## config.mk

```make
export PLATFORM = sky130hd
export DESIGN_NAME = uart_frame_engine
export DESIGN_NICKNAME = d
export VERILOG_FILES = /design/src/rtl/uart_fe_pkg.sv /design/src/rtl/uart_fe_regs.sv /design/src/rtl/uart_fe_tx.sv /design/src/rtl/uart_fe_rx.sv /design/src/rtl/uart_frame_engine.sv
export SDC_FILE = /design/constraint.sdc
export NUM_CORES = 1
export LEC_CHECK = 0
export BUFFER_PORTS_ARGS = -buffer_cell sky130_fd_sc_hd__clkbuf_2
export CAP_MARGIN = 0
export CORE_ASPECT_RATIO = 1.4
export CORE_MARGIN = 2
export CORE_UTILIZATION = 58
export CTS_BUF_LIST = sky130_fd_sc_hd__clkbuf_16
export CTS_CLUSTER_DIAMETER = 40
export CTS_CLUSTER_SIZE = 28
export DETAILED_ROUTE_END_ITERATION = 10
export PLACE_DENSITY = 0.85
export SYNTH_ARGS = -nofsm -noshare
export SYNTH_HDL_FRONTEND = slang
export SYNTH_HIERARCHICAL = 1
export SYNTH_SLANG_ARGS = --single-unit
```

## constraint.sdc

```tcl
create_clock -name clk -period 6 [get_ports clk]
set_input_delay 1.2 -clock clk [delete_from_list [all_inputs] [get_ports clk]]
set_output_delay 1.2 -clock clk [all_outputs]
set_load 0.005 [all_outputs]
```

## src/rtl/uart_fe_pkg.sv

```systemverilog
package uart_fe_pkg;
  localparam int DIV_W   = 21;
  localparam int LCR_W   = 6;
  localparam int MIN_DIV = 4;

  // status bit positions
  localparam int ST_PE = 2;
  localparam int ST_FE = 3;
  localparam int ST_OE = 4;
  localparam int ST_BK = 7;

  typedef struct packed {
    logic [1:0] len;
    logic       par_en;
    logic       par_odd;
    logic       two_stop;
  } frame_cfg_t;

  typedef enum logic [2:0] {
    S_IDLE, S_START, S_DATA, S_PAR, S_STOP, S_HOLD
  } ser_state_t;

  function automatic frame_cfg_t decode_lcr(input logic [LCR_W-1:0] lcr);
    frame_cfg_t c;
    c.len      = lcr[3:2];
    c.par_en   = lcr[1];
    c.par_odd  = lcr[0];
    c.two_stop = lcr[5];
    return c;
  endfunction

  function automatic logic [3:0] char_bits(input logic [1:0] len);
    return 4'd5 + {2'b00, len};
  endfunction

  function automatic logic [7:0] len_mask(input logic [1:0] len);
    return 8'hFF >> (2'd3 - len);
  endfunction

  function automatic logic par_bit(input logic [7:0] d, input logic [1:0] len,
                                   input logic odd);
    return (^(d & len_mask(len))) ^ odd;
  endfunction

  function automatic logic [DIV_W-1:0] eff_div(input logic [DIV_W-1:0] d);
    return (d < DIV_W'(MIN_DIV)) ? DIV_W'(MIN_DIV) : d;
  endfunction
endpackage

```

## src/rtl/uart_fe_regs.sv

```systemverilog
module uart_fe_regs
  import uart_fe_pkg::*;
#(
  parameter int ADDR_W   = 2,
  parameter int DATA_W   = 16,
  parameter int LOOP_BIT = 14,
  parameter logic [LCR_W-1:0] RST_LCR = 6'h1C,
  parameter logic [DIV_W-1:0] RST_DIV = 21'd225
) (
  input  logic              clk,
  input  logic              rst_n,
  input  logic              we,
  input  logic [ADDR_W-1:0] addr,
  input  logic [DATA_W-1:0] wdata,
  output logic [DATA_W-1:0] rdata,
  output logic [LCR_W-1:0]  lcr,
  output logic [DIV_W-1:0]  divisor,
  output logic              loop_en
);
  localparam logic [ADDR_W-1:0] A_LCR  = ADDR_W'(0);
  localparam logic [ADDR_W-1:0] A_DLO  = ADDR_W'(1);
  localparam logic [ADDR_W-1:0] A_DHI  = ADDR_W'(2);
  localparam logic [ADDR_W-1:0] A_CTRL = ADDR_W'(3);
  localparam int HI_W = DIV_W - DATA_W;

  logic [DATA_W-1:0] div_lo;
  logic [HI_W-1:0]   div_hi;

  always_ff @(posedge clk or negedge rst_n) begin
    if (!rst_n) begin
      lcr     <= RST_LCR;
      div_lo  <= RST_DIV[DATA_W-1:0];
      div_hi  <= RST_DIV[DIV_W-1:DATA_W];
      loop_en <= 1'b0;
    end else if (we) begin
      case (addr)
        A_LCR:   lcr     <= wdata[LCR_W-1:0];
        A_DLO:   div_lo  <= wdata;
        A_DHI:   div_hi  <= wdata[HI_W-1:0];
        default: loop_en <= wdata[LOOP_BIT];
      endcase
    end
  end

  assign divisor = {div_hi, div_lo};

  always_comb begin
    rdata = '0;
    case (addr)
      A_LCR:   rdata[LCR_W-1:0] = lcr;
      A_DLO:   rdata            = div_lo;
      A_DHI:   rdata[HI_W-1:0]  = div_hi;
      A_CTRL:  rdata[LOOP_BIT]  = loop_en;
      default: rdata            = '0;
    endcase
  end
endmodule

```

## src/rtl/uart_fe_tx.sv

```systemverilog
module uart_fe_tx
  import uart_fe_pkg::*;
(
  input  logic             clk,
  input  logic             rst_n,
  input  logic [DIV_W-1:0] divisor,
  input  logic [LCR_W-1:0] lcr,
  input  logic             tx_valid,
  input  logic [7:0]       tx_data,
  output logic             tx_ready,
  output logic             txd
);
  ser_state_t       st;
  frame_cfg_t       cfg;
  logic [DIV_W-1:0] div_q, cnt;
  logic [7:0]       shr;
  logic [2:0]       idx;
  logic             sidx, par_q;
  logic             bit_end, last_data;

  assign bit_end   = (cnt == div_q - 1'b1);
  assign last_data = ({1'b0, idx} == char_bits(cfg.len) - 4'd1);
  assign tx_ready  = (st == S_IDLE);

  always_ff @(posedge clk or negedge rst_n) begin
    if (!rst_n) begin
      st <= S_IDLE; cfg <= '0; div_q <= DIV_W'(MIN_DIV); cnt <= '0;
      shr <= '0; idx <= '0; sidx <= 1'b0; par_q <= 1'b0; txd <= 1'b1;
    end else if (st == S_IDLE) begin
      if (tx_valid) begin
        cfg   <= decode_lcr(lcr);
        div_q <= eff_div(divisor);
        shr   <= tx_data;
        par_q <= par_bit(tx_data, lcr[3:2], lcr[0]);
        cnt   <= '0;
        txd   <= 1'b0;
        st    <= S_START;
      end
    end else if (!bit_end) begin
      cnt <= cnt + 1'b1;
    end else begin
      cnt <= '0;
      case (st)
        S_START: begin
          txd <= shr[0]; shr <= shr >> 1; idx <= '0; st <= S_DATA;
        end
        S_DATA: begin
          if (last_data) begin
            sidx <= 1'b0;
            if (cfg.par_en) begin txd <= par_q; st <= S_PAR;  end
            else            begin txd <= 1'b1;  st <= S_STOP; end
          end else begin
            txd <= shr[0]; shr <= shr >> 1; idx <= idx + 1'b1;
          end
        end
        S_PAR: begin txd <= 1'b1; st <= S_STOP; end
        default: begin
          txd <= 1'b1;
          if (sidx == cfg.two_stop) st <= S_IDLE;
          else sidx <= 1'b1;
        end
      endcase
    end
  end
endmodule

```

## src/rtl/uart_fe_rx.sv

```systemverilog
module uart_fe_rx
  import uart_fe_pkg::*;
(
  input  logic             clk,
  input  logic             rst_n,
  input  logic [DIV_W-1:0] divisor,
  input  logic [LCR_W-1:0] lcr,
  input  logic             rxd_raw,
  input  logic             rx_full,
  output logic             rx_valid,
  output logic [7:0]       rx_data,
  output logic [7:0]       rx_status,
  output logic             char_done,
  output logic             char_drop
);
  ser_state_t       st;
  frame_cfg_t       cfg;
  logic [DIV_W-1:0] div_q, cnt;
  logic [7:0]       shr, stat_now;
  logic [2:0]       idx;
  logic             s1, s2, sidx;
  logic             zero, pe, fe, brk, ovr;
  logic             bit_end, brk_now, fe_now, last_stop, last_data;

  assign bit_end   = (cnt == div_q - 1'b1);
  assign last_data = ({1'b0, idx} == char_bits(cfg.len) - 4'd1);
  assign last_stop = (sidx == cfg.two_stop);
  assign brk_now   = sidx ? brk : (zero & ~s2);
  assign fe_now    = fe | ~s2;
  assign char_done = (st == S_STOP) && bit_end && last_stop;
  assign char_drop = char_done && rx_full;

  always_comb begin
    stat_now        = '0;
    stat_now[ST_BK] = brk_now;
    stat_now[ST_OE] = ovr;
    stat_now[ST_FE] = fe_now & ~brk_now;
    stat_now[ST_PE] = pe & ~brk_now;
  end

  always_ff @(posedge clk or negedge rst_n) begin
    if (!rst_n) begin
      s1 <= 1'b1; s2 <= 1'b1;
      st <= S_IDLE; cfg <= '0; div_q <= DIV_W'(MIN_DIV); cnt <= '0;
      shr <= '0; idx <= '0; sidx <= 1'b0;
      zero <= 1'b0; pe <= 1'b0; fe <= 1'b0; brk <= 1'b0; ovr <= 1'b0;
      rx_valid <= 1'b0; rx_data <= '0; rx_status <= '0;
    end else begin
      s1 <= rxd_raw;
      s2 <= s1;
      rx_valid <= 1'b0;
      case (st)
        S_IDLE: if (!s2) begin
          cfg <= decode_lcr(lcr); div_q <= eff_div(divisor);
          cnt <= '0; st <= S_START;
        end
        S_START: begin
          if (cnt == (div_q >> 1) - 1'b1) begin
            cnt <= '0;
            if (!s2) begin
              st <= S_DATA; idx <= '0; shr <= '0; zero <= 1'b1;
              pe <= 1'b0; fe <= 1'b0; brk <= 1'b0;
            end else st <= S_IDLE;
          end else cnt <= cnt + 1'b1;
        end
        S_DATA: begin
          if (bit_end) begin
            cnt <= '0;
            shr[idx] <= s2;
            zero <= zero & ~s2;
            if (last_data) begin
              sidx <= 1'b0;
              st   <= cfg.par_en ? S_PAR : S_STOP;
            end else idx <= idx + 1'b1;
          end else cnt <= cnt + 1'b1;
        end
        S_PAR: begin
          if (bit_end) begin
            cnt  <= '0;
            pe   <= (s2 != par_bit(shr, cfg.len, cfg.par_odd));
            zero <= zero & ~s2;
            st   <= S_STOP;
          end else cnt <= cnt + 1'b1;
        end
        S_STOP: begin
          if (bit_end) begin
            cnt <= '0;
            brk <= brk_now;
            fe  <= fe_now;
            if (last_stop) begin
              if (rx_full) ovr <= 1'b1;
              else begin
                rx_valid <= 1'b1; rx_data <= shr;
                rx_status <= stat_now; ovr <= 1'b0;
              end
              st <= s2 ? S_IDLE : S_HOLD;
            end else sidx <= 1'b1;
          end else cnt <= cnt + 1'b1;
        end
        default: if (s2) st <= S_IDLE;
      endcase
    end
  end
endmodule

```

## src/rtl/uart_frame_engine.sv

```systemverilog
module uart_frame_engine
  import uart_fe_pkg::*;
#(
  parameter int ADDR_W = 2,
  parameter int DATA_W = 16
) (
  input  logic              clk,
  input  logic              rst_n,
  input  logic              reg_we,
  input  logic [ADDR_W-1:0] reg_addr,
  input  logic [DATA_W-1:0] reg_wdata,
  output logic [DATA_W-1:0] reg_rdata,
  input  logic              tx_valid,
  input  logic [7:0]        tx_data,
  output logic              tx_ready,
  input  logic              rx_full,
  output logic              rx_valid,
  output logic [7:0]        rx_data,
  output logic [7:0]        rx_status,
  output logic              serial_tx,
  input  logic              serial_rx
);
  logic [LCR_W-1:0] lcr;
  logic [DIV_W-1:0] bit_div;
  logic             loop_en, rx_line, char_done, char_drop;

  uart_fe_regs #(.ADDR_W(ADDR_W), .DATA_W(DATA_W)) u_regs (
    .clk(clk), .rst_n(rst_n), .we(reg_we), .addr(reg_addr),
    .wdata(reg_wdata), .rdata(reg_rdata), .lcr(lcr),
    .divisor(bit_div), .loop_en(loop_en)
  );

  uart_fe_tx u_tx (
    .clk(clk), .rst_n(rst_n), .divisor(bit_div), .lcr(lcr),
    .tx_valid(tx_valid), .tx_data(tx_data), .tx_ready(tx_ready),
    .txd(serial_tx)
  );

  assign rx_line = loop_en ? serial_tx : serial_rx;

  uart_fe_rx u_rx (
    .clk(clk), .rst_n(rst_n), .divisor(bit_div), .lcr(lcr),
    .rxd_raw(rx_line), .rx_full(rx_full), .rx_valid(rx_valid),
    .rx_data(rx_data), .rx_status(rx_status),
    .char_done(char_done), .char_drop(char_drop)
  );
endmodule

```

==> impl_metrics.tcl <==
set metrics [dict create \
    cts_sinks 173 \
    met3WireLength_mm 1.47 \
    r2r_slack_ns 1.98 \
    fin_crit_sh 0.671 \
    track_usage 0.290 \
    drt-pass1-iter-count 5 \
    setup_viol 0 \
    clk_latency_ns 0.45 \
    drc 0 \
    ir_drop_mv 0.245 \
    highest_layer "met4" \
    wl_per_cell_um 19.4 \
    cts_setup_buffers 0 \
    p_int_uw 2420 \
    gr-total-overflow 0 \
    grt_pass1_wl_mm 46.4 \
    post_drt_via_cell_ratio 6.33 \
    final_cell_mix "nand2_1 (192), dfrtp_1 (161), xnor2_1 (69), nor2_1 (68), mux2_2 (67)" \
    r2r.worst_path.cells 10 \
    pwr-share-clk 0.282 \
    port_buffers 62 \
    die_h_um 167 \
    final_area_mm2 0.0119 \
    numCtsBuffers 17 \
    slew_viol_final 0 \
    switchingPower_uw 1600 \
    fmax_ghz 0.249 \
    root_buffer "clkbuf_16" \
    drtAntennaViolNets 0 \
    crit_type "reg2reg" \
    htree_num_levels 4 \
    crit_arrival_ns 4.36 \
    synth_area_mm2 0.0110 \
    boundaryPins 67 \
    coreArea_mm2 0.0186 \
    dpl.hpwl_mm 19.9 \
    nets 1246 \
    hold_violations 0 \
    clockBufferDepth 2 \
    cts_resized 0 \
    grt_max_degree 61 \
    syn-instance-count 1203 \
    wl_mm 28.4 \
    clk_pin_slew_ns 0.08 \
    syn_avg_cell_area_um2 9.14 \
    status "finished, final reports clean" \
    final_cells 1464 \
    path_max_fanout 34 \
    final_common_cell "nand2_1" \
    relSlewSlack 0.392 \
    n_antenna_cell 0 \
    worstPathRequired_ns 6.34 \
    min_from "u_rx/s1" \
    p_total_uw 4020 \
    grt_pass1_vias 9187 \
    grt_antenna_before_repair 0 \
    critPathLaunchType "flip-flop" \
    tightestPinTransition_ns 0.913 \
    holdPathEnd "u_rx/s2" \
    sw_frac_of_total 0.397 \
    hold_path_class "reg2reg" \
    num_vias 9270 \
    gp_congestion 0.966 \
    r2r-end "u_tx/idx[0]" \
    p_leak_uw 0.00520 \
    hold_depth 0 \
    rows 59 \
    placedCellCount 1432 \
    seqPwrFrac 0.410 \
    share_comb_of_total_power 0.307 \
    drt-met1-wl_mm 10.9 \
    first_iter_violations 835 \
    die-area_mm2 0.0201 \
    holdBufCountCts 0 \
    end_kind "flip-flop" \
    skew_ns 0.0123 \
    drive_gt1_frac 0.185 \
    synthToLayoutAreaGrowth_pct 8.12 \
    cts_tree "yes" \
    met2_wirelength_mm 14.3 \
    yosysWarnings 6 \
    tns_ns 0 \
    placed_cell_area_mm2 0.0113 \
    powerDensity_mw_per_mm2 339 \
    period_minus_slack_ns 4.02 \
    max_cap_violations 0 \
    rsz0062_at_grt "false" \
    die_w_um 120 \
    floorplan.initialDensity 0.591 \
    post-route-util 0.639 \
    r2r_start "u_tx/div_q[0]" \
]
metal layers:
metal	global-route usage	vias to the layer above
li1	-	4266
met1	0.334	4492
met2	0.494	394
met3	0.0503	118
met4	0.184	0
met5	0	-
critical path, cell delays in order (launching register included):
cell	delay [ns]
dfrtp_1	0.45
inv_1	0.10
ha_1	0.21
or3b_1	0.51
or4_4	0.57
a2111oi_2	0.34
nor3b_1	0.13
a2111oi_4	0.45
nand3_4	0.39
nor3_2	0.39
mux2_2	0.37
per-stage QoR:
stage	setup WS [ns]	hold slack [ns]
4_1_cts	1.99	0.413
5_1_grt	1.74	0.421
3_3_place_gp	2.09	0.392
3_5_place_dp	2.01	0.394
2_1_floorplan	2.57	0.345
6_report	1.98	0.414
cell type report:
| class | count | area (um2) |
|---|---|---|
| Inverter | 34 | 128 |
| Clock inverter | 15 | 175 |
| Clock buffer | 17 | 425 |
| Multi-Input combinational cell | 910 | 6120 |
| Fill cell | 1551 | 6720 |
| Timing Repair Buffer | 71 | 384 |
| Sequential cell | 173 | 4340 |
| Tap cell | 244 | 305 |
registers in the layout (all words and copies together) (netlist names), 4 cells and up:
name / cells
u_regs/div_hi: 5
u_regs/div_lo: 16
u_regs/lcr: 6
u_rx/cfg: 5
u_rx/cnt: 21
u_rx/div_q: 21
u_rx/rx_data: 8
u_rx/rx_status: 4
u_rx/shr: 8
u_tx/cfg: 4
u_tx/cnt: 21
u_tx/div_q: 21
u_tx/shr: 8
power groups by stage:
stage          logic (uW)  clock network (uW)  registers (uW)
2_1_floorplan        1090                   0            1450
3_3_place_gp         1170                   0            1650
3_5_place_dp         1200                   0            1660
4_1_cts              1210                1150            1640
5_1_grt              1360                1190            1680
6_report             1240                1140            1650
worst max path at each step:
stage                  startpoint  slack [ns]     endpoint
global placement    u_tx/div_q[0]        2.09  u_tx/idx[0]
floorplan           u_tx/div_q[0]        2.57  u_tx/idx[0]
finish              u_tx/div_q[0]        1.98  u_tx/idx[0]
global route        u_tx/div_q[0]        1.74  u_tx/idx[0]
detailed placement  u_tx/div_q[0]        2.01  u_tx/idx[0]
CTS                 u_tx/div_q[0]        1.99  u_tx/idx[0]
(Power assumes the default switching activity.)
